--- src/rtl/rsup_pkg.sv ---
package rsup_pkg;

   typedef enum logic [1:0] {ST_HOLD, ST_DELAY, ST_RUN} sup_state_e;

   typedef enum logic {PK_RELEASE, PK_WATCHDOG} period_kind_e;

   localparam int MAX_RELEASE_MS = 800;
   localparam int MAX_WATCHDOG_MS = 1400;

   function automatic int release_ms(input logic [1:0] code);
      case (code)
         2'b00: return 50;
         2'b01: return 200;
         2'b10: return 400;
         default: return 800;
      endcase
   endfunction

   function automatic int watchdog_ms(input logic [1:0] code);
      case (code)
         2'b00: return 1400;
         2'b01: return 200;
         2'b10: return 25;
         default: return 0;
      endcase
   endfunction

endpackage

--- src/rtl/rsup_period_sel.sv ---
module rsup_period_sel #(
   parameter rsup_pkg::period_kind_e KIND = rsup_pkg::PK_RELEASE,
   parameter int TICKS_PER_MS = 1000,
   parameter int W = 20
) (
   input  logic [1:0]   code,
   output logic [W-1:0] ticks,
   output logic         enabled
);

   initial assert (TICKS_PER_MS >= 1) else $error("TICKS_PER_MS must be at least 1");

   generate
      if (KIND == rsup_pkg::PK_RELEASE) begin : g_release
         always_comb begin
            ticks   = W'(rsup_pkg::release_ms(code) * TICKS_PER_MS);
            enabled = 1'b1;
         end
      end else begin : g_watchdog
         always_comb begin
            ticks   = W'(rsup_pkg::watchdog_ms(code) * TICKS_PER_MS);
            enabled = (code != 2'b11);
         end
      end
   endgenerate

endmodule

--- src/rtl/rsup_ctrl.sv ---
module rsup_ctrl #(
   parameter int DCW = 16,
   parameter int WCW = 16
) (
   input  logic           clk,
   input  logic           rst_n,
   input  logic           src_any,
   input  logic           wd_kick,
   input  logic [DCW-1:0] dly_ticks,
   input  logic [WCW-1:0] wd_ticks,
   input  logic           wd_en,
   output logic           trig,
   output logic           wd_to,
   output logic           running
);
   import rsup_pkg::*;

   sup_state_e     state;
   logic [DCW-1:0] dly_cnt;
   logic [WCW-1:0] wd_cnt;

   assign running = (state == ST_RUN);
   assign wd_to   = running && wd_en && !wd_kick && (wd_cnt >= (wd_ticks - WCW'(1)));
   assign trig    = running && (src_any || wd_to);

   always_ff @(posedge clk or negedge rst_n) begin
      if (!rst_n) begin
         state   <= ST_HOLD;
         dly_cnt <= '0;
      end else begin
         case (state)
            ST_HOLD: if (!src_any) begin
               state   <= ST_DELAY;
               dly_cnt <= dly_ticks - DCW'(1);
            end
            ST_DELAY: if (src_any) state <= ST_HOLD;
                      else if (dly_cnt == '0) state <= ST_RUN;
                      else dly_cnt <= dly_cnt - DCW'(1);
            default: if (src_any) state <= ST_HOLD;
                     else if (wd_to) begin
                        state   <= ST_DELAY;
                        dly_cnt <= dly_ticks - DCW'(1);
                     end
         endcase
      end
   end

   always_ff @(posedge clk or negedge rst_n) begin
      if (!rst_n) wd_cnt <= '0;
      else if (!running || wd_kick) wd_cnt <= '0;
      else if (!wd_to) wd_cnt <= wd_cnt + WCW'(1);
   end

   assert_delay_counts_R3: assert property (@(posedge clk) disable iff (!rst_n)
      (state == ST_DELAY && !src_any && dly_cnt != '0) |=> (dly_cnt == $past(dly_cnt) - DCW'(1)));

   assert_wd_off_R5: assert property (@(posedge clk) disable iff (!rst_n)
      !wd_en |-> !wd_to);

   assert_kick_restart_R6: assert property (@(posedge clk) disable iff (!rst_n)
      (running && wd_kick) |=> (wd_cnt == '0));

endmodule

--- src/rtl/rsup_fault_reg.sv ---
module rsup_fault_reg #(
   parameter logic [7:0] KEEP_MASK = 8'hF8
) (
   input  logic       clk,
   input  logic       rst_n,
   input  logic       set_en,
   input  logic [7:0] set_vec,
   input  logic       wr_ok,
   input  logic [7:0] wr_data,
   output logic [7:0] fdr_q
);

   logic [7:0] base;

   assign base = wr_ok ? wr_data : fdr_q;

   always_ff @(posedge clk or negedge rst_n) begin
      if (!rst_n) fdr_q <= '0;
      else        fdr_q <= (base | (set_en ? set_vec : 8'h00)) & KEEP_MASK;
   end

   assert_flags_hold_R8: assert property (@(posedge clk) disable iff (!rst_n)
      (!wr_ok && !set_en) |=> (fdr_q == $past(fdr_q)));

   assert_low_bits_zero_R7: assert property (@(posedge clk) disable iff (!rst_n)
      wr_ok |=> (fdr_q[2:0] == 3'b000));

endmodule

--- src/rtl/rst_supervisor.sv ---
module rst_supervisor #(
   parameter int         TICKS_PER_MS = 1000,
   parameter logic [3:0] FDR_PREAMBLE = 4'b1011,
   parameter logic [7:0] FDR_ADDR     = 8'hFF,
   parameter int         NUM_LV       = 3
) (
   input  logic       clk,
   input  logic       rst_n,
   input  logic [2:0] lv_low,
   input  logic       mr_req,
   input  logic       wd_kick,
   input  logic [1:0] pup_code,
   input  logic [1:0] wd_code,
   input  logic       wr_commit,
   input  logic [3:0] wr_type,
   input  logic [7:0] wr_addr,
   input  logic [3:0] wr_nbytes,
   input  logic [7:0] wr_data,
   output logic [7:0] fdr_q,
   output logic       sys_rst
);

   localparam int DCW = $clog2(rsup_pkg::MAX_RELEASE_MS * TICKS_PER_MS + 1);
   localparam int WCW = $clog2(rsup_pkg::MAX_WATCHDOG_MS * TICKS_PER_MS + 1);
   localparam int LV_TOP = 7;
   localparam int WDF_BIT = 4;
   localparam int MRF_BIT = 3;

   initial assert (NUM_LV == 3) else $error("fault layout holds exactly three voltage flags");

   logic [DCW-1:0] dly_ticks;
   logic [WCW-1:0] wd_ticks;
   logic           dly_en_unused;
   logic           wd_en;
   logic           trig;
   logic           wd_to;
   logic           running;
   logic           src_any;
   logic           wr_ok;
   logic [7:0]     set_vec;

   assign src_any = (|lv_low) | mr_req;
   assign wr_ok   = wr_commit && (wr_type == FDR_PREAMBLE) && (wr_addr == FDR_ADDR)
                    && (wr_nbytes == 4'd1);

   generate
      for (genvar i = 0; i < NUM_LV; i++) begin : g_lv_flag
         assign set_vec[LV_TOP - i] = lv_low[i];
      end
   endgenerate
   assign set_vec[WDF_BIT]  = wd_to;
   assign set_vec[MRF_BIT]  = mr_req;
   assign set_vec[2:0]      = 3'b000;

   rsup_period_sel #(.KIND(rsup_pkg::PK_RELEASE), .TICKS_PER_MS(TICKS_PER_MS), .W(DCW)) u_dly_sel (
      .code(pup_code), .ticks(dly_ticks), .enabled(dly_en_unused));

   rsup_period_sel #(.KIND(rsup_pkg::PK_WATCHDOG), .TICKS_PER_MS(TICKS_PER_MS), .W(WCW)) u_wd_sel (
      .code(wd_code), .ticks(wd_ticks), .enabled(wd_en));

   rsup_ctrl #(.DCW(DCW), .WCW(WCW)) u_ctrl (
      .clk(clk), .rst_n(rst_n), .src_any(src_any), .wd_kick(wd_kick),
      .dly_ticks(dly_ticks), .wd_ticks(wd_ticks), .wd_en(wd_en),
      .trig(trig), .wd_to(wd_to), .running(running));

   rsup_fault_reg #(.KEEP_MASK(8'hF8)) u_fdr (
      .clk(clk), .rst_n(rst_n), .set_en(trig), .set_vec(set_vec),
      .wr_ok(wr_ok), .wr_data(wr_data), .fdr_q(fdr_q));

   assign sys_rst = !running;

   assert_src_asserts_R2: assert property (@(posedge clk) disable iff (!rst_n)
      src_any |=> sys_rst);

   assert_reject_write_R9: assert property (@(posedge clk) disable iff (!rst_n)
      (wr_commit && !wr_ok && !trig) |=> (fdr_q == $past(fdr_q)));

   assert_late_source_no_flag_R8: assert property (@(posedge clk) disable iff (!rst_n)
      (sys_rst && !wr_ok) |=> ((fdr_q & ~$past(fdr_q)) == 8'h00));

endmodule

--- config.mk ---
export PLATFORM = sky130hd
export DESIGN_NAME = rst_supervisor
export DESIGN_NICKNAME = d
export VERILOG_FILES = /design/src/rtl/rsup_pkg.sv /design/src/rtl/rsup_period_sel.sv /design/src/rtl/rsup_ctrl.sv /design/src/rtl/rsup_fault_reg.sv /design/src/rtl/rst_supervisor.sv
export SDC_FILE = /design/constraint.sdc
export NUM_CORES = 1
export LEC_CHECK = 0
export BUFFER_PORTS_ARGS = -buffer_cell sky130_fd_sc_hd__clkbuf_2
export CAP_MARGIN = 40
export CORE_ASPECT_RATIO = 1.1
export CORE_MARGIN = 3
export CORE_UTILIZATION = 59
export CTS_CLUSTER_SIZE = 10
export DETAILED_ROUTE_END_ITERATION = 10
export GPL_TIMING_DRIVEN = 0
export PLACE_DENSITY = 0.85
export SLEW_MARGIN = 20
export SYNTH_ARGS = -nofsm -noshare
export SYNTH_HDL_FRONTEND = slang
export SYNTH_SLANG_ARGS = --single-unit
--- constraint.sdc ---
create_clock -name clk -period 3 [get_ports clk]
set_input_delay 0 -clock clk [delete_from_list [all_inputs] [get_ports clk]]
set_output_delay 0 -clock clk [all_outputs]
set_load 0.05 [all_outputs]
==> results by group, run 1 <==
Outcome
  • Status: completed

Run
  • Max-cap violations: 0

Placement
  • Dpl cells: 538
  • Post-DP HPWL: 7360 um
  • PortBufs: 38
  • Final GP Congestion: 0.934

Setup path
  • Worst EP required: 3200 ps
  • Cells along the critical path: ha_1 > a21oi_1 > o21a_1 > o21a_1 > o21ai_1 > clkbuf_1 > clkbuf_2 > o21ai_0 > o31ai_1
  • Reg2reg start: u_ctrl.wd_cnt[14]
  • R2R Path End: u_ctrl.wd_cnt[1]
  • Buf/Inv on CP: 2
  • CP max FO: 10
  • Setup Crit Path Kind: reg2reg
  • Worst Path Arrival: 2980 ps
  • Worst reg2reg path depth: 9
  • CP max-delay cell: dfrtp_1
  • Cell mode on critical path: o21a_1
  • Worst path max stage delay: 450 ps
  • Top delay family on crit path: compound AO/OA/AOI/OAI gates
  • Crit end category: flip-flop
  • Crit start category: flip-flop
  • Flop-to-flop setup slack: 220 ps

Cells and area
  • Synth-to-Final Area Change: 13.5%
  • Share of cells above drive strength 1: 0.159
  • Fillers: 470
  • Net count, final: 551
  • Most frequent cells in the layout: 48 x dfrtp_1, 40 x clkbuf_2, 36 x a21oi_1, 36 x ha_1, 32 x nand2_1
  • Area of the multi-input gates: 2320 sq um
  • Register area: 1200 sq um
  • Non-Filler Instances: 556
  • Antenna diode count: 0
  • Commonest non-fill, non-tap cell in the layout: dfrtp_1

Synth
  • Mapped Area: 3740 sq um
  • Ys Warns: 0
  • Synth unique cells: 62
  • EDFF count, synth: 0
  • Post-synth top area cell: dfrtp_1
  • FF+latch count, synth: 48
  • Ys flop type: dfrtp_1
  • Mapped Cells: 420
  • FFs w/ async S/R, synth: 1.00
  • Top cell type's share of synthesized area: 0.321
  • Largest cells by area after synthesis: dfrtp_1 32%, ha_1 12%, a21oi_1 4.8%, nand2_1 3.2%, nand3_1 2.9%
  • Avg Inst Size Synth: 8.90 sq um
  • Share of the yosys chip area belonging to registers: 0.321

Global route
  • GRT overflow: 0
  • Largest net degree at the start of global routing: 49
  • Tot GR Track Use: 0.296
  • Initial antenna violation count: 0
  • Vias in the first global route: 3598
  • First-pass GRT wire length: 16800 um

Drt
  • DRT iter0 DRCs: 237
  • Wire per inst: 18.5 um
  • DR pass1 iterations: 5
  • Antenna Nets Post-Route: 0
  • # DRC: 0
  • Via Count: 3659
  • Final WL: 10300 um
  • Mean number of vias per cell: 6.58

Die
  • IO Count: 45
  • Die Area: 7330 sq um
  • Starting Density: 0.628
  • Chip Height: 89.5 um
  • Core ar.: 5950 sq um
  • Chip width: 81.9 um
  • Num rows: 29

Timing
  • Hold slack: 25.8 ps
  • Max transition margin: 0.454
  • RSZ-0062 raised after global routing: no
  • Post-route minimum period: 2780 ps
  • Final cycle utilization of the critical path: 0.926
  • Clk_skew: 12.6 ps
  • # setup viols final: 0
  • Hold Violations, Final: 0
  • Slew @ Worst Pin: 812 ps
  • Slew Limit Fails: 0
  • Fmax: 0.360 GHz

Power and ir drop
  • Overall power: 1.49 mW
  • Reg power frac: 0.531
  • NetSw: 0.449 mW
  • Clock power share: 0.287
  • Combinational share of power: 0.182
  • Static Leakage: 1.93 nW
  • Switch share: 0.302
  • Pwr Density: 350 nW/um^2
  • Internal power: 1.04 mW
  • Peak supply drop: 0.345 mV

Clock tree
  • Root Buffer: clkbuf_8
  • Worst-path clk slew: 90 ps
  • CTS Buf Count: 5
  • TritonCTS clock tree: done
  • Clk buf depth: 2
  • Num Clock Sinks: 48
  • Clk_lat worst skew: 310 ps
  • H-tree levels: 2

Worst hold path
  • HP Start: lv_low[2]
  • Hold Crit Endpoint: u_ctrl.state[1]
  • Hold Path Stages: 3
  • HP Class: in2reg
## cell families (layout without fill, tap and decap cells)
logic type,count (synthesis),after routing,share of synthesized area
muxes,7,7,0.0187
DFF,48,48,0.321
other,1,3,0.00100
buffers and inverters,43,100,0.0589
xor gates and xnor gates,3,3,0.00703
AOI/OAI and AO/OA,135,135,0.257
adders and majority gates,36,36,0.120
and+or+nand+nor,147,147,0.216
## per-layer routing
layer  global-route usage  wire length, um  part of all wire
met1                0.364             4070              0.40
met2                0.504             5260              0.51
met3               0.0464              627             0.061
met4                0.142              326             0.032
met5                    0                0                 0
## cell usage after synthesis (4+ instances only)
| library cell | count |
|---|---|
| a31oi_1 | 7 |
| o41ai_1 | 5 |
| nand3_1 | 22 |
| a211oi_2 | 6 |
| nor4_1 | 4 |
| or4_1 | 10 |
| dfrtp_1 | 48 |
| a211oi_1 | 4 |
| or2b_1 | 5 |
| o21ai_0 | 18 |
| mux2i_1 | 7 |
| nand2_1 | 32 |
| ha_1 | 36 |
| and4_1 | 6 |
| a2bb2oi_1 | 4 |
| nand4_1 | 9 |
| nor2_1 | 26 |
| inv_1 | 18 |
| and3_1 | 8 |
| o22a_1 | 4 |
| a21oi_1 | 36 |
| nor3_1 | 4 |
| o311ai_0 | 5 |
| clkbuf_1 | 12 |
| o31ai_1 | 13 |
| and2_1 | 4 |
| nand2b_1 | 5 |
| buf_6 | 4 |
| o22ai_1 | 6 |
| buf_4 | 7 |
## what timing repair did
item	in CTS	in global routing
buffers inserted	0	0
hold endpoints to repair	53	0
setup endpoints to repair	11	14
hold buffers	10	0
gates resized for setup	1	5
## tightest hold or removal path: stages
cell	delay (ps)
clkbuf_2	90
or4_1	150
a21oi_1	50
## state kept, by name (all words and copies together) (netlist names)
| signal | flops |
|---|---|
| u_fdr.fdr_q | 5 |
| u_ctrl.wd_cnt | 21 |
| u_ctrl.state | 2 |
| u_ctrl.dly_cnt | 20 |
## stage by stage
stage          setup WS (ps)  area, sq um   util  setup TNS, ps
6_report                 223         4240  0.713              0
5_1_grt                 71.7         4240  0.713              0
4_1_cts                  127         4240  0.712              0
3_5_place_dp            -251         4040  0.679          -3710
3_3_place_gp            -135         4030  0.678          -1220
2_1_floorplan            599         3750      -              0
## cell type report
type	instances	area share
Timing Repair Buffer	50	0.0711
Tap cell	77	0.0227
Inverter	18	0.0159
Sequential cell	48	0.283
Buffer	25	0.0366
Multi-Input combinational cell	331	0.548
Clock buffer	7	0.0227
## power by group through the flow
stage	registers, mW	logic (mW)	clock network [mW]
6_report	0.789	0.271	0.426
5_1_grt	0.801	0.306	0.459
4_1_cts	0.784	0.266	0.425
3_5_place_dp	0.795	0.260	0
3_3_place_gp	0.793	0.245	0
2_1_floorplan	0.782	0.177	0
## worst max path at each step
stage / depth (start not counted) / startpoint / slack [ps] / to
final: 9 / u_ctrl.wd_cnt[14] / 220 / u_ctrl.wd_cnt[1]
after global routing: 9 / u_ctrl.wd_cnt[14] / 70 / u_ctrl.wd_cnt[1]
after CTS: 9 / u_ctrl.wd_cnt[14] / 130 / u_ctrl.wd_cnt[4]
after detailed placement: 12 / wd_code[0] / -250 / u_ctrl.wd_cnt[4]
after global placement: 12 / wd_code[0] / -140 / u_ctrl.wd_cnt[4]
after floorplan: 8 / u_ctrl.wd_cnt[18] / 600 / u_ctrl.dly_cnt[13]
No activity file was read; power rests on OpenSTA's default activity.
==> inputs of run 2 (changes only) <==
--- a/config.mk
+++ b/config.mk
@@ -7,9 +7,11 @@
 export LEC_CHECK = 0
 export BUFFER_PORTS_ARGS = -buffer_cell sky130_fd_sc_hd__clkbuf_2
 export CAP_MARGIN = 40
+export CELL_PAD_IN_SITES_DETAIL_PLACEMENT = 1
+export CELL_PAD_IN_SITES_GLOBAL_PLACEMENT = 1
 export CORE_ASPECT_RATIO = 1.1
 export CORE_MARGIN = 3
-export CORE_UTILIZATION = 59
+export CORE_UTILIZATION = 45
 export CTS_CLUSTER_SIZE = 10
 export DETAILED_ROUTE_END_ITERATION = 10
 export GPL_TIMING_DRIVEN = 0
==> run 2 against run 1 <==
Compared with the run above: combinational power grew 3%; flip-flop and latch count unchanged; critical path depth is the same; core utilization is 18 points lower; sequential share of layout area fell by 0.26 points; first-iteration DRC count shrank 35%; worst setup slack got worse by 54 ps; critical path type unchanged; critical endpoint is now u_ctrl.dly_cnt[19]; highest routed layer unchanged.
==> results by group, run 2 (synthesis gave the netlist of run 1 again) <==
Timing
  • Post-Route Setup TNS: 0 ps
  • Final cycle utilization of the critical path: 0.944
  • Slew Limit Fails: 0
  • # setup viols final: 0
  • Final Worst Setup Slack: 169 ps
  • Clk_skew: 12.6 ps
  • RSZ-0062 raised after global routing: no
  • Post-route minimum period: 2830 ps
  • Hold Violations, Final: 0
  • Slew @ Worst Pin: 892 ps
  • Fmax: 0.353 GHz
  • Max transition margin: 0.401
  • Hold slack: 68.1 ps

Setup path
  • CP max FO: 10
  • Crit start category: flip-flop
  • Worst EP required: 3180 ps
  • CP max-delay cell: dfrtp_1
  • Top delay family on crit path: buffers and inverters
  • Worst path max stage delay: 410 ps
  • Crit end category: flip-flop
  • Cells along the critical path: inv_1 > ha_1 > nor4b_1 > buf_1 > and4_1 > a31oi_1 > o21ai_2 > buf_2 > o22ai_1
  • Worst Path Arrival: 3010 ps
  • Buf/Inv on CP: 3
  • Setup Crit Path Kind: reg2reg

Cells and area
  • Antenna diode count: 0
  • Commonest non-fill, non-tap cell in the layout: dfrtp_1
  • Most frequent cells in the layout: 48 x dfrtp_1, 40 x clkbuf_2, 36 x a21oi_1, 36 x ha_1, 32 x nand2_1
  • Synth-to-Final Area Change: 14.6%
  • Share of cells above drive strength 1: 0.163
  • Top Registers: u_ctrl.wd_cnt (21), u_ctrl.dly_cnt (20), u_fdr.fdr_q (5)
  • Post-route cell area: 4280 sq um
  • Largest register FFs: 21
  • Net count, final: 551
  • Non-Filler Instances: 588
  • Largest register by flop count: u_ctrl.wd_cnt
  • Fillers: 992
  • Core Util, Final: 0.536

Drt
  • Antenna Nets Post-Route: 0
  • DR pass1 iterations: 4
  • Via Count: 3685
  • DRT iter0 DRCs: 153
  • Mean number of vias per cell: 6.27
  • Final WL: 12000 um
  • # DRC: 0
  • Wire per inst: 20.4 um

Power and ir drop
  • Overall power: 1.51 mW
  • Static Leakage: 1.93 nW
  • Pwr Density: 351 nW/um^2
  • Peak supply drop: 0.190 mV

Clock tree
  • Clk buf depth: 2
  • CTS Buf Count: 5
  • Worst-path clk slew: 100 ps
  • TritonCTS clock tree: done
  • Num Clock Sinks: 48
  • Post CTS Setup Buffer Count: 0
  • Clk_lat worst skew: 310 ps
  • H-tree levels: 2
  • Root Buffer: clkbuf_8

Global route
  • GRT overflow: 0
  • Largest net degree at the start of global routing: 49
  • Tot GR Track Use: 0.261
  • Vias in the first global route: 3926
  • Initial antenna violation count: 0
  • First-pass GRT wire length: 19700 um

Die
  • Starting Density: 0.467
  • Num rows: 34
  • Chip Height: 102 um
  • IO Count: 45
  • Die Area: 9440 sq um
  • Core ar.: 8000 sq um
  • Chip width: 92.9 um

Placement
  • Final GP Congestion: 0.886
  • PortBufs: 38
  • Post-DP HPWL: 8750 um
  • Post-placement cell area: 4080 sq um
  • Place WS: -239 ps
  • Dpl cells: 570

Outcome
  • Status: completed

Worst hold path
  • HP Class: in2reg

Run
  • Max-cap violations: 0
run 2: layout make-up:
class / count / area, sq um / share of cell area
Timing Repair Buffer: 51 / 307 / 0.0716
Buffer: 24 / 151 / 0.0353
Clock buffer: 6 / 82.6 / 0.0193
Sequential cell: 48 / 1200 / 0.280
Clock inverter: 2 / 13.8 / 0.00321
Tap cell: 108 / 135 / 0.0316
Multi-Input combinational cell: 331 / 2320 / 0.543
Inverter: 18 / 67.6 / 0.0158
run 2: per-layer routing:
metal / wire, um / track usage / vias up
met3: 457 / 0.0371 / 40
met5: 0 / 0 / -
li1: - / - / 1721
met1: 4860 / 0.308 / 1819
met4: 416 / 0.121 / 0
met2: 6270 / 0.469 / 105
run 2: worst paths after layout:
check                                   start                 end  slack [ps]  depth (start not counted)
max                         u_ctrl.dly_cnt[1]  u_ctrl.dly_cnt[19]         170                          9
min                                   wd_kick   u_ctrl.wd_cnt[19]          70                          4
max reg2reg                 u_ctrl.dly_cnt[1]  u_ctrl.dly_cnt[19]         170                          9
min reg2reg                u_ctrl.dly_cnt[19]  u_ctrl.dly_cnt[19]         530                          2
max in group asynchronous               rst_n  u_ctrl.dly_cnt[16]        2230                          2
min in group asynchronous               rst_n    u_ctrl.wd_cnt[7]         270                          2
run 2: power breakdown:
group | switching [mW] | internal, mW | total (mW)
clock network | 0.248 | 0.189 | 0.437
registers | 0.0779 | 0.712 | 0.789
logic | 0.158 | 0.121 | 0.278
total | 0.483 | 1.02 | 1.51
run 2: timing repair:
action | in CTS | in global routing
resized for setup | 1 | 3
gates cloned | 0 | 0
setup endpoints to repair | 9 | 21
hold buffers | 10 | 0
hold endpoints to repair | 53 | 0
run 2: worst register-to-register path: stages, from the launching register on:
cell	delay [ps]
dfrtp_1	410
inv_1	90
ha_1	210
nor4b_1	370
buf_1	310
and4_1	340
a31oi_1	280
o21ai_2	230
buf_2	330
o22ai_1	140
